## config.mk

```make
export PLATFORM = sky130hd
export DESIGN_NAME = uart_flow_ctrl
export DESIGN_NICKNAME = d
export VERILOG_FILES = /design/src/rtl/flow_pkg.sv /design/src/rtl/flow_cts_gate.sv /design/src/rtl/flow_rts_thresh.sv /design/src/rtl/flow_xonxoff.sv /design/src/rtl/uart_flow_ctrl.sv
export SDC_FILE = /design/constraint.sdc
export NUM_CORES = 1
export LEC_CHECK = 0
export ABC_AREA = 1
export CAP_MARGIN = 10
export CORE_MARGIN = 2
export CORE_UTILIZATION = 39
export CTS_CLUSTER_DIAMETER = 50
export CTS_CLUSTER_SIZE = 40
export DETAILED_ROUTE_END_ITERATION = 16
export MAX_ROUTING_LAYER = met4
export PLACE_DENSITY = 0.78
export SLEW_MARGIN = 20
export SYNTH_ARGS = -nofsm -noshare
export SYNTH_HDL_FRONTEND = slang
export SYNTH_SLANG_ARGS = --single-unit
```

## constraint.sdc

```tcl
create_clock -name clk -period 1.15 [get_ports clk]
set_input_delay 0.115 -clock clk [delete_from_list [all_inputs] [get_ports clk]]
set_output_delay 0.115 -clock clk [all_outputs]
set_load 0.05 [all_outputs]
```

## src/rtl/flow_pkg.sv

```systemverilog
package flow_pkg;
   typedef enum logic [1:0] {
      SW_OFF   = 2'd0,
      SW_PAIR1 = 2'd1,
      SW_PAIR2 = 2'd2,
      SW_SEQ   = 2'd3
   } sw_mode_e;
endpackage

```

## src/rtl/flow_cts_gate.sv

```systemverilog
module flow_cts_gate #(
   parameter int SYNC_STAGES = 2
) (
   input  logic clk,
   input  logic rst_n,
   input  logic cfg_cts_en,
   input  logic cts_n,
   input  logic tx_busy,
   input  logic tx_stop_mid,
   output logic hw_ok
);
   logic cts_s;
   logic cts_ok_q;

   generate
      if (SYNC_STAGES < 0 || SYNC_STAGES > 4) begin : g_bad_sync
         $error("flow_cts_gate: SYNC_STAGES must be 0..4");
      end
      if (SYNC_STAGES == 0) begin : g_nosync
         assign cts_s = cts_n;
      end else begin : g_sync
         logic [SYNC_STAGES-1:0] sr;
         always_ff @(posedge clk or negedge rst_n) begin
            if (!rst_n) sr <= '0;
            else        sr <= (sr << 1) | SYNC_STAGES'(cts_n);
         end
         assign cts_s = sr[SYNC_STAGES-1];
      end
   endgenerate

   // Decision point: idle line tracks continuously, a byte in flight only at mid stop bit
   always_ff @(posedge clk or negedge rst_n) begin
      if (!rst_n)                        cts_ok_q <= 1'b1;
      else if (!tx_busy || tx_stop_mid)  cts_ok_q <= !cts_s;
   end

   assign hw_ok = !cfg_cts_en || cts_ok_q;

   // sampled state frozen through a byte unless the stop-bit strobe fires
   p_hold_midbyte_r3: assert property (@(posedge clk) disable iff (!rst_n)
      (tx_busy && !tx_stop_mid) |=> $stable(cts_ok_q));
endmodule

```

## src/rtl/flow_rts_thresh.sv

```systemverilog
module flow_rts_thresh #(
   parameter int LVL_W = 7
) (
   input  logic             clk,
   input  logic             rst_n,
   input  logic             cfg_rts_en,
   input  logic [LVL_W-1:0] cfg_halt_lvl,
   input  logic [LVL_W-1:0] cfg_resume_lvl,
   input  logic [LVL_W-1:0] rx_level,
   output logic             rts_n
);
   logic halted_q;
   logic at_halt;
   logic at_resume;

   generate
      if (LVL_W < 2 || LVL_W > 16) begin : g_bad_lvl
         $error("flow_rts_thresh: LVL_W must be 2..16");
      end
   endgenerate

   assign at_halt   = (rx_level >= cfg_halt_lvl);
   assign at_resume = (rx_level <= cfg_resume_lvl);

   always_ff @(posedge clk or negedge rst_n) begin
      if (!rst_n)           halted_q <= 1'b0;
      else if (!cfg_rts_en) halted_q <= 1'b0;
      else if (at_halt)     halted_q <= 1'b1;
      else if (at_resume)   halted_q <= 1'b0;
   end

   assign rts_n = halted_q;

   p_halt_r5: assert property (@(posedge clk) disable iff (!rst_n)
      (cfg_rts_en && rx_level >= cfg_halt_lvl) |=> rts_n);
   p_resume_r6: assert property (@(posedge clk) disable iff (!rst_n)
      (cfg_rts_en && rx_level < cfg_halt_lvl && rx_level <= cfg_resume_lvl) |=> !rts_n);
   p_off_active_r7: assert property (@(posedge clk) disable iff (!rst_n)
      !cfg_rts_en |=> !rts_n);
endmodule

```

## src/rtl/flow_xonxoff.sv

```systemverilog
module flow_xonxoff
   import flow_pkg::*;
#(
   parameter int CHAR_W = 8
) (
   input  logic              clk,
   input  logic              rst_n,
   input  sw_mode_e          mode,
   input  logic              cfg_xon_any,
   input  logic              cfg_spec_en,
   input  logic [CHAR_W-1:0] cfg_xon1,
   input  logic [CHAR_W-1:0] cfg_xon2,
   input  logic [CHAR_W-1:0] cfg_xoff1,
   input  logic [CHAR_W-1:0] cfg_xoff2,
   input  logic [CHAR_W-1:0] rx_char,
   input  logic              rx_valid,
   output logic              rx_drop,
   output logic              sw_hold,
   output logic              xoff_evt,
   output logic              spec_evt
);
   logic hold_q, arm_on_q, arm_off_q;
   logic nxt_hold, nxt_arm_on, nxt_arm_off, hit_off;
   logic [CHAR_W-1:0] on_w, off_w;

   generate
      if (CHAR_W < 5 || CHAR_W > 9) begin : g_bad_char
         $error("flow_xonxoff: CHAR_W must be 5..9");
      end
   endgenerate

   assign on_w  = (mode == SW_PAIR2) ? cfg_xon2  : cfg_xon1;
   assign off_w = (mode == SW_PAIR2) ? cfg_xoff2 : cfg_xoff1;

   always_comb begin
      nxt_hold    = hold_q;
      nxt_arm_on  = arm_on_q;
      nxt_arm_off = arm_off_q;
      rx_drop     = 1'b0;
      hit_off     = 1'b0;
      if (mode == SW_OFF) begin
         nxt_hold    = 1'b0;
         nxt_arm_on  = 1'b0;
         nxt_arm_off = 1'b0;
      end else if (rx_valid) begin
         if (cfg_xon_any && hold_q) begin
            nxt_hold    = 1'b0;
            nxt_arm_on  = 1'b0;
            nxt_arm_off = 1'b0;
         end else if (mode == SW_SEQ) begin
            if (arm_off_q && rx_char == cfg_xoff2) begin
               rx_drop = 1'b1; hit_off = 1'b1; nxt_hold = 1'b1;
               nxt_arm_on = 1'b0; nxt_arm_off = 1'b0;
            end else if (arm_on_q && rx_char == cfg_xon2) begin
               rx_drop = 1'b1; nxt_hold = 1'b0;
               nxt_arm_on = 1'b0; nxt_arm_off = 1'b0;
            end else if (rx_char == cfg_xoff1) begin
               rx_drop = 1'b1; nxt_arm_off = 1'b1; nxt_arm_on = 1'b0;
            end else if (rx_char == cfg_xon1) begin
               rx_drop = 1'b1; nxt_arm_on = 1'b1; nxt_arm_off = 1'b0;
            end else begin
               nxt_arm_on = 1'b0; nxt_arm_off = 1'b0;
            end
         end else begin
            if (rx_char == off_w) begin
               rx_drop = 1'b1; hit_off = 1'b1; nxt_hold = 1'b1;
            end else if (rx_char == on_w) begin
               rx_drop = 1'b1; nxt_hold = 1'b0;
            end
         end
      end
   end

   always_ff @(posedge clk or negedge rst_n) begin
      if (!rst_n) begin
         hold_q    <= 1'b0;
         arm_on_q  <= 1'b0;
         arm_off_q <= 1'b0;
         xoff_evt  <= 1'b0;
         spec_evt  <= 1'b0;
      end else begin
         hold_q    <= nxt_hold;
         arm_on_q  <= nxt_arm_on;
         arm_off_q <= nxt_arm_off;
         xoff_evt  <= hit_off;
         spec_evt  <= cfg_spec_en && rx_valid && (rx_char == cfg_xoff2);
      end
   end

   assign sw_hold = hold_q;

   p_evt_needs_char_r8: assert property (@(posedge clk) disable iff (!rst_n)
      (xoff_evt || spec_evt) |-> $past(rx_valid));
   p_drop_needs_char_r9: assert property (@(posedge clk) disable iff (!rst_n)
      rx_drop |-> rx_valid);
   p_seq_arm_exclusive_r10: assert property (@(posedge clk) disable iff (!rst_n)
      !(arm_on_q && arm_off_q));
   p_off_clears_r13: assert property (@(posedge clk) disable iff (!rst_n)
      (mode == SW_OFF) |=> !sw_hold);
endmodule

```

## src/rtl/uart_flow_ctrl.sv

```systemverilog
module uart_flow_ctrl
   import flow_pkg::*;
#(
   parameter int CHAR_W      = 8,
   parameter int LVL_W       = 7,
   parameter int SYNC_STAGES = 2
) (
   input  logic              clk,
   input  logic              rst_n,
   input  logic              cfg_cts_en,
   input  logic              cfg_rts_en,
   input  logic [1:0]        cfg_sw_mode,
   input  logic              cfg_xon_any,
   input  logic              cfg_spec_en,
   input  logic [CHAR_W-1:0] cfg_xon1,
   input  logic [CHAR_W-1:0] cfg_xon2,
   input  logic [CHAR_W-1:0] cfg_xoff1,
   input  logic [CHAR_W-1:0] cfg_xoff2,
   input  logic [LVL_W-1:0]  cfg_halt_lvl,
   input  logic [LVL_W-1:0]  cfg_resume_lvl,
   input  logic              cts_n,
   input  logic              tx_busy,
   input  logic              tx_stop_mid,
   input  logic [CHAR_W-1:0] rx_char,
   input  logic              rx_valid,
   input  logic [LVL_W-1:0]  rx_level,
   output logic              tx_permit,
   output logic              rts_n,
   output logic              rx_drop,
   output logic              xoff_evt,
   output logic              spec_evt
);
   logic hw_ok;
   logic sw_hold;

   flow_cts_gate #(.SYNC_STAGES(SYNC_STAGES)) i_cts (
      .clk(clk), .rst_n(rst_n), .cfg_cts_en(cfg_cts_en), .cts_n(cts_n),
      .tx_busy(tx_busy), .tx_stop_mid(tx_stop_mid), .hw_ok(hw_ok));

   flow_rts_thresh #(.LVL_W(LVL_W)) i_rts (
      .clk(clk), .rst_n(rst_n), .cfg_rts_en(cfg_rts_en),
      .cfg_halt_lvl(cfg_halt_lvl), .cfg_resume_lvl(cfg_resume_lvl),
      .rx_level(rx_level), .rts_n(rts_n));

   flow_xonxoff #(.CHAR_W(CHAR_W)) i_sw (
      .clk(clk), .rst_n(rst_n), .mode(sw_mode_e'(cfg_sw_mode)),
      .cfg_xon_any(cfg_xon_any), .cfg_spec_en(cfg_spec_en),
      .cfg_xon1(cfg_xon1), .cfg_xon2(cfg_xon2),
      .cfg_xoff1(cfg_xoff1), .cfg_xoff2(cfg_xoff2),
      .rx_char(rx_char), .rx_valid(rx_valid), .rx_drop(rx_drop),
      .sw_hold(sw_hold), .xoff_evt(xoff_evt), .spec_evt(spec_evt));

   assign tx_permit = hw_ok && !sw_hold;

   p_pause_blocks_r13: assert property (@(posedge clk) disable iff (!rst_n)
      sw_hold |-> !tx_permit);
endmodule

```

# Word-level counts from Yosys, hierarchy flattened
# Index checks and enable logic that the tools add are counted.
totals:
  wordCells: 82
  in_bits: 73
  ram_bits: 0
  rom_bits: 0
  regBits: 9
  latch_bits: 0
  n_memories: 0
  out_inout_bits: 5
op_classes:
  magnitude_cmp: 2
  bitwise: 1
  mul: 0
  reduce_logical: 18
  n_mux: 43
  n_div: 0
  n_eq_ne: 10
  n_addsub: 0
  n_shift: 0
op_table:
  columns: ["operator", "count"]
  rows:
  - ["$eq A8 B8 Y1", 6]
  - ["$mux W1", 41]
  - ["$mux W8", 2]
  - ["$ge A7 B7 Y1", 1]
  - ["$le A7 B7 Y1", 1]
  - ["$logic_and A1 B1 Y1", 6]
  - ["$ne A5 B3 Y1 const B", 1]
  - ["$reduce_bool A5 Y1", 1]
  - ["$eq A2 B2 Y1 const B", 2]
  - ["$logic_not A1 Y1", 4]
  - ["$ne A3 B1 Y1 const B", 1]
  - ["$reduce_and A3 Y1", 1]
  - ["$reduce_bool A3 Y1", 1]
  - ["$logic_not A2 Y1", 1]
  - ["$logic_or A1 B1 Y1", 2]
  - ["$or A2 B1 Y2", 1]
  - ["$reduce_and A2 Y1", 1]
  - ["$reduce_bool A2 Y1", 1]

# Logic depth before layout (Yosys ltp)
depth:
  word_depth: 9
  depth_mapped: 14
  ltp_nobuf: 13

# Cells and area by module
# Synthesis repeated with hierarchy kept, for this count alone.
unflattened:
  cells_unflattened: 324
  area_unflattened_um2: 1762.9
modules_own_cells:
  columns: ["module", "area_each_um2", "instances", "seq_area_each_um2", "cells_per_inst"]
  rows:
  - ["flow_xonxoff", 1219.9, 1, 125.1, 241]
  - ["flow_rts_thresh", 425.4, 1, 25.0, 70]
  - ["flow_cts_gate", 107.6, 1, 76.3, 11]
  - ["uart_flow_ctrl", 10.0, 1, 0.0, 2]

# Worst setup path after synthesis
# Ideal clock, no wire load.
synth_path:
  path_type: "input to output"
  start: "input cfg_sw_mode[0]"
  end: "output rx_drop"
  t_arrival_ns: 1.569
  slack_ns: -0.534
  t_required_ns: 1.035
  path_buffers: 1
  stages: 12
  cell_sequence: "inv_2 nand2_4 buf_6 nand2_2 nand2_1 nand2_1 nand2_1 nor2_2 nand2_2 nand2_1 nor2_1 nor2_1"
synth_between:
  elab_chain_len: 9
  word_cells_on_any_way: 13
  cone_classes: "4 x eq/ne; 8 x mux; 1 x reduce/logical"
synth_rtl:
  columns: ["element", "line_no", "rtl"]
  rows:
  - ["from (decl)", "uart_flow_ctrl.sv:12", "input logic [1:0] cfg_sw_mode,"]
  - ["$eq A2 B2 Y1", "flow_xonxoff.sv:32, flow_xonxoff.sv:33", null]
  - ["$mux W8", "flow_xonxoff.sv:32", "assign on_w = (mode == SW_PAIR2) ? cfg_xon2 : cfg_xon1;"]
  - ["$eq A8 B8 Y1", "flow_xonxoff.sv:67", "end else if (rx_char == on_w) begin"]
  - ["$mux W1", "flow_xonxoff.sv:67", null]
  - ["$mux W1", "flow_xonxoff.sv:65", "if (rx_char == off_w) begin"]
  - ["$mux W1", "flow_xonxoff.sv:50", "end else if (mode == SW_SEQ) begin"]
  - ["$mux W1", "flow_xonxoff.sv:46", "if (cfg_xon_any && hold_q) begin"]
  - ["$mux W1", "flow_xonxoff.sv:45", "end else if (rx_valid) begin"]
  - ["$mux W1 *", "flow_xonxoff.sv:41", "if (mode == SW_OFF) begin"]
  - ["to (decl)", "uart_flow_ctrl.sv:29", "output logic rx_drop,"]
# Mark *: on every way between the ends. The rest lies on a longest branch, timed or not.

# Worst setup path after layout
# Ends and elaborated chain as after synthesis.

==> out/qor.tcl <==
set qor(status) {complete, but fails checks}
set qor(violations) {setup timing}
set qor(vias) 2500
set qor(avgViaCountPerCell) 5.071
set qor(timing.fmax_mhz) 618.7
set qor(crit_arrival_ps) 1500
set qor(slew_headroom_pct) 73.10
set qor(buffer_ports.inserted) 77
set qor(post_synthesis_to_final_layout_area_growth_pct) 86.33
set qor(worst_hold_slack_ps) 174.3
set qor(timing.hold.worst.class) {input port to async pin}
set qor(power_density_nw_per_um2) 550.0
set qor(cts_inserted_buffers) 3
set qor(place.detailed.hpwl_um) 4578
set qor(crit_path_frequent_cell) {nand2_1}
set qor(ir_drop_mv) 0.2511
set qor(ys_seq_area_share_pct) 13.02
set qor(top_signal_layer_used) {met4}
set qor(register_bit_total_from_synthesis) 9
set qor(antenna_found_initial) 0
set qor(placeable_area_um2) 4324
set qor(dieWidth_um) 70.78
set qor(cts-htree-levels) 1
set qor(floorplan.io_pins) 78
set qor(setup_viol_count_final) 6
set qor(power_switching_share_pct) 39.04
set qor(power.share.combinational_pct) 60.3
set qor(drtIter0Drc) 104
set qor(cp_cell_sequence) {buf_2, inv_4, nand2_8, nand2_1, nand3_1, nand2_1, nand2_1, nor2_2, nand2_2, nand2_2, nor2_2, nor2_4, buf_12}
set qor(die_h_um) 70.78
set qor(power.clock.fraction_pct) 20.6
set qor(insertion_delay_ps) 240
set qor(met3_wirelength_um) 350
set qor(power.sequential.fraction_pct) 19.1
set qor(clkSinkCount) 9
set qor(route.met2.wl_um) 3620
set qor(tightest_pin_transition_ps) 402.2
set qor(antenna-diode-count) 0
set qor(fp_rows) 24
set qor(critical_path.top_delay_family) {simple AND/OR/NAND/NOR gates}
set qor(final.setup.worst_slack_ps) -466.2
set qor(start_kind) {input port}
set qor(leakage_nw) 1.734
set qor(detail_route.wl_per_cell_um) 13.68
set qor(number_of_nets_in_the_finished_design) 529
set qor(max_cap_violations) 0
set qor(grt_pass1_wl_um) 10500
set qor(cts_root_buf) {clkbuf_8}
set qor(yosys_most_used_dff) {dfrtp_1}
set qor(netlist_instances) 320
set qor(synth.net_count) 407
set qor(ff2ff_setup_slack_ps) -230
set qor(gr-total-overflow) 0
set qor(drt_wl_total_um) 6746
set qor(post_synth_instance_area_um2) 1739
set qor(rr_startpoint) {i_sw.arm_on_q}
set qor(first_global_vias) 2428
set qor(crit_path_top_delay_cell) {nor2_2}
set qor(cts-root-to-sink-buffers) 2
set qor(synth.lib_cells_used.distinct) 25
set qor(critPathCaptureType) {output port}
set qor(postSynth.asyncResetShare_pct) 100.0
set qor(grt_max_degree) 14
set qor(synth-edff-count) 0
set qor(sw_power_mw) 0.6958
set qor(timing.final.crit_period_ps) 1616
set qor(r2r.worst_path.cells) 12
set qor(synth.yosys.warnings) 0
set qor(worstSetupPathType) {input port to output port}
set qor(worst-endpoint-required_ps) 1030
set qor(detail-route-antenna-nets) 0
set qor(drt-pass1-iter-count) 4
set qor(setup-tns-final_ps) -1291
set qor(gp_routability_congestion) 0.9362
set qor(worst-path-buf-inv) 3
set qor(cell_internal_pwr_mw) 1.086
set qor(fp.dieArea_um2) 5010
set qor(finalHoldViolations) 0
set qor(ctsHoldBuffers) 0
set qor(finalPower_mw) 1.782
set qor(layout_worst_path_cycle_share_pct) 140.5
set qor(effective_utilization_at_floorplan_pct) 40.22
set qor(rsz0062_at_grt) {yes}
set qor(groute.usage.overall_pct) 26.41
set qor(clk_pin_slew_worst_paths_ps) 50
set qor(critPathMaxFanout) 13
set qor(detail_route.drc_violations) 0
set qor(cts_tree) {done}
set qor(layout-drive-gt1-share_pct) 39.23
set qor(r2r_end) {i_sw.sw_hold}
set qor(report.final.slew_viol_count) 0
set qor(synth_area_per_cell_um2) 5.435
set qor(route.layer.met1.wl_um) 2674
set qor(finClkSkew_ps) 3.415
set qor(worst_path_largest_cell_delay_ps) 170
## worst max path at each step
stage                         from  slack [ps]  cells after the start  endpoint
finish              cfg_sw_mode[0]        -470                     13   rx_drop
global route        cfg_sw_mode[0]        -570                     13   rx_drop
CTS                  i_sw.arm_on_q        -450                      9   rx_drop
detailed placement  cfg_sw_mode[1]        -730                     12   rx_drop
global placement    cfg_sw_mode[1]        -700                     12   rx_drop
floorplan           cfg_sw_mode[0]        -180                     12   rx_drop
## cells in the final DEF, fill, tap and decap left out, types with 2 or more instances in the layout
cell / netlist / routed
clkbuf_2: 0 / 17
o21ai_1: 1 / 2
buf_4: 0 / 35
ha_4: 0 / 13
a21oi_1: 11 / 5
xnor2_1: 6 / 3
o21ai_2: 0 / 3
nor2_1: 26 / 23
buf_12: 0 / 6
nand3_1: 32 / 21
buf_6: 3 / 8
nand3_4: 0 / 4
clkbuf_8: 0 / 3
clkdlybuf4s15_1: 0 / 6
nand4_1: 8 / 8
nor2_4: 0 / 3
nand2_2: 3 / 12
nor2_2: 4 / 4
dfrtp_1: 8 / 8
nand3_2: 0 / 7
o21ai_0: 6 / 2
buf_2: 1 / 8
clkdlybuf4s15_2: 0 / 2
xor2_1: 5 / 5
nand2_1: 130 / 119
xnor2_2: 0 / 3
or2_2: 3 / 3
inv_1: 49 / 24
a21oi_2: 0 / 5
clkdlybuf4s50_1: 0 / 9
nand2_4: 2 / 3
dlygate4sd2_1: 0 / 29
inv_2: 2 / 26
## stage by stage
step	cells	util (%)	area (um2)	setup slack, ps
6_report	493	74.94	3241	-466.2
5_1_grt	493	74.94	3241	-571.9
4_1_cts	489	72.92	3153	-445.8
3_5_place_dp	478	65.80	2845	-731.8
3_3_place_gp	478	65.80	2845	-701.7
2_1_floorplan	320	-	1750	-177.2
## cell families (layout without fill, tap and decap cells)
kind of cell    count (synthesis)  count (layout)  synth area share (%)
simple gates                  210             210                 51.29
flops                           9               9                 13.02
buf+inv                        55             176                 13.24
xor+xnor                       11              11                 5.539
fa+ha+maj                      14              14                 10.07
compound gates                 21              21                 6.834
## flip-flops by register name, indices dropped and copies added (netlist names)
register and cells:
i_cts.cts_ok_q 1, i_cts.g_sync.sr 2, i_rts.rts_n 1, i_sw.arm_off_q 1, i_sw.arm_on_q 1, i_sw.spec_evt 1, i_sw.sw_hold 1, i_sw.xoff_evt 1
## layer usage
layer  GRT usage (%)  up-vias
li1                -     1245
met1           29.18     1139
met2           50.78      105
met3           2.279       11
met4           6.080        0
met5               -        -
## power groups by stage
| stage | clock network [mW] | registers [mW] | logic, mW |
|---|---|---|---|
| after global placement | 0 | 0.344 | 0.883 |
| after detailed placement | 0 | 0.345 | 0.905 |
| final | 0.367 | 0.341 | 1.07 |
| after global routing | 0.395 | 0.343 | 1.17 |
| after floorplan | 0 | 0.359 | 0.412 |
| after CTS | 0.374 | 0.341 | 0.971 |
## cell type report
| type | instances | area (um2) |
|---|---|---|
| Inverter | 51 | 193.9 |
| Timing Repair Buffer | 121 | 1037 |
| Tap cell | 52 | 65.06 |
| Fill cell | 340 | 1084 |
| Multi-Input combinational cell | 256 | 1672 |
| Sequential cell | 9 | 226.5 |
| Clock inverter | 1 | 5.005 |
| Clock buffer | 3 | 41.29 |
## worst register-to-register path: stages, from the launching register on
cell and delay [ps]:
dfrtp_1 360, inv_2 50, a21oi_2 90, nand2_1 60
nor2_1 110, nand3_1 140, buf_4 180, nand3_2 50
nand2_1 50, inv_1 40, nand2_1 40, nand2_1 50
nand2_1 50
## Yosys cell counts, types with 2 or more instances
| cell | instances | area (um2) |
|---|---|---|
| nand2_1 | 130 | 488.0 |
| inv_1 | 49 | 183.9 |
| nand3_1 | 32 | 160.2 |
| nor2_1 | 26 | 97.59 |
| ha_1 | 14 | 175.2 |
| a21oi_1 | 11 | 55.05 |
| dfrtp_1 | 8 | 200.2 |
| nand4_1 | 8 | 50.05 |
| o21ai_0 | 6 | 30.03 |
| xnor2_1 | 6 | 52.55 |
| xor2_1 | 5 | 43.79 |
| nor2_2 | 4 | 25.02 |
| buf_6 | 3 | 33.78 |
| nand2_2 | 3 | 18.77 |
| or2_2 | 3 | 18.77 |
| inv_2 | 2 | 7.510 |
| nand2_4 | 2 | 22.52 |
## timing repair
| item | CTS | global route |
|---|---|---|
| endpoints found under the setup margin | 8 | 8 |
| resized for setup | 166 | 67 |
| buffers inserted | 14 | 4 |
| pin swaps | 70 | 42 |
| hold endpoints to repair | 0 | 0 |
(Power assumes the default switching activity.)
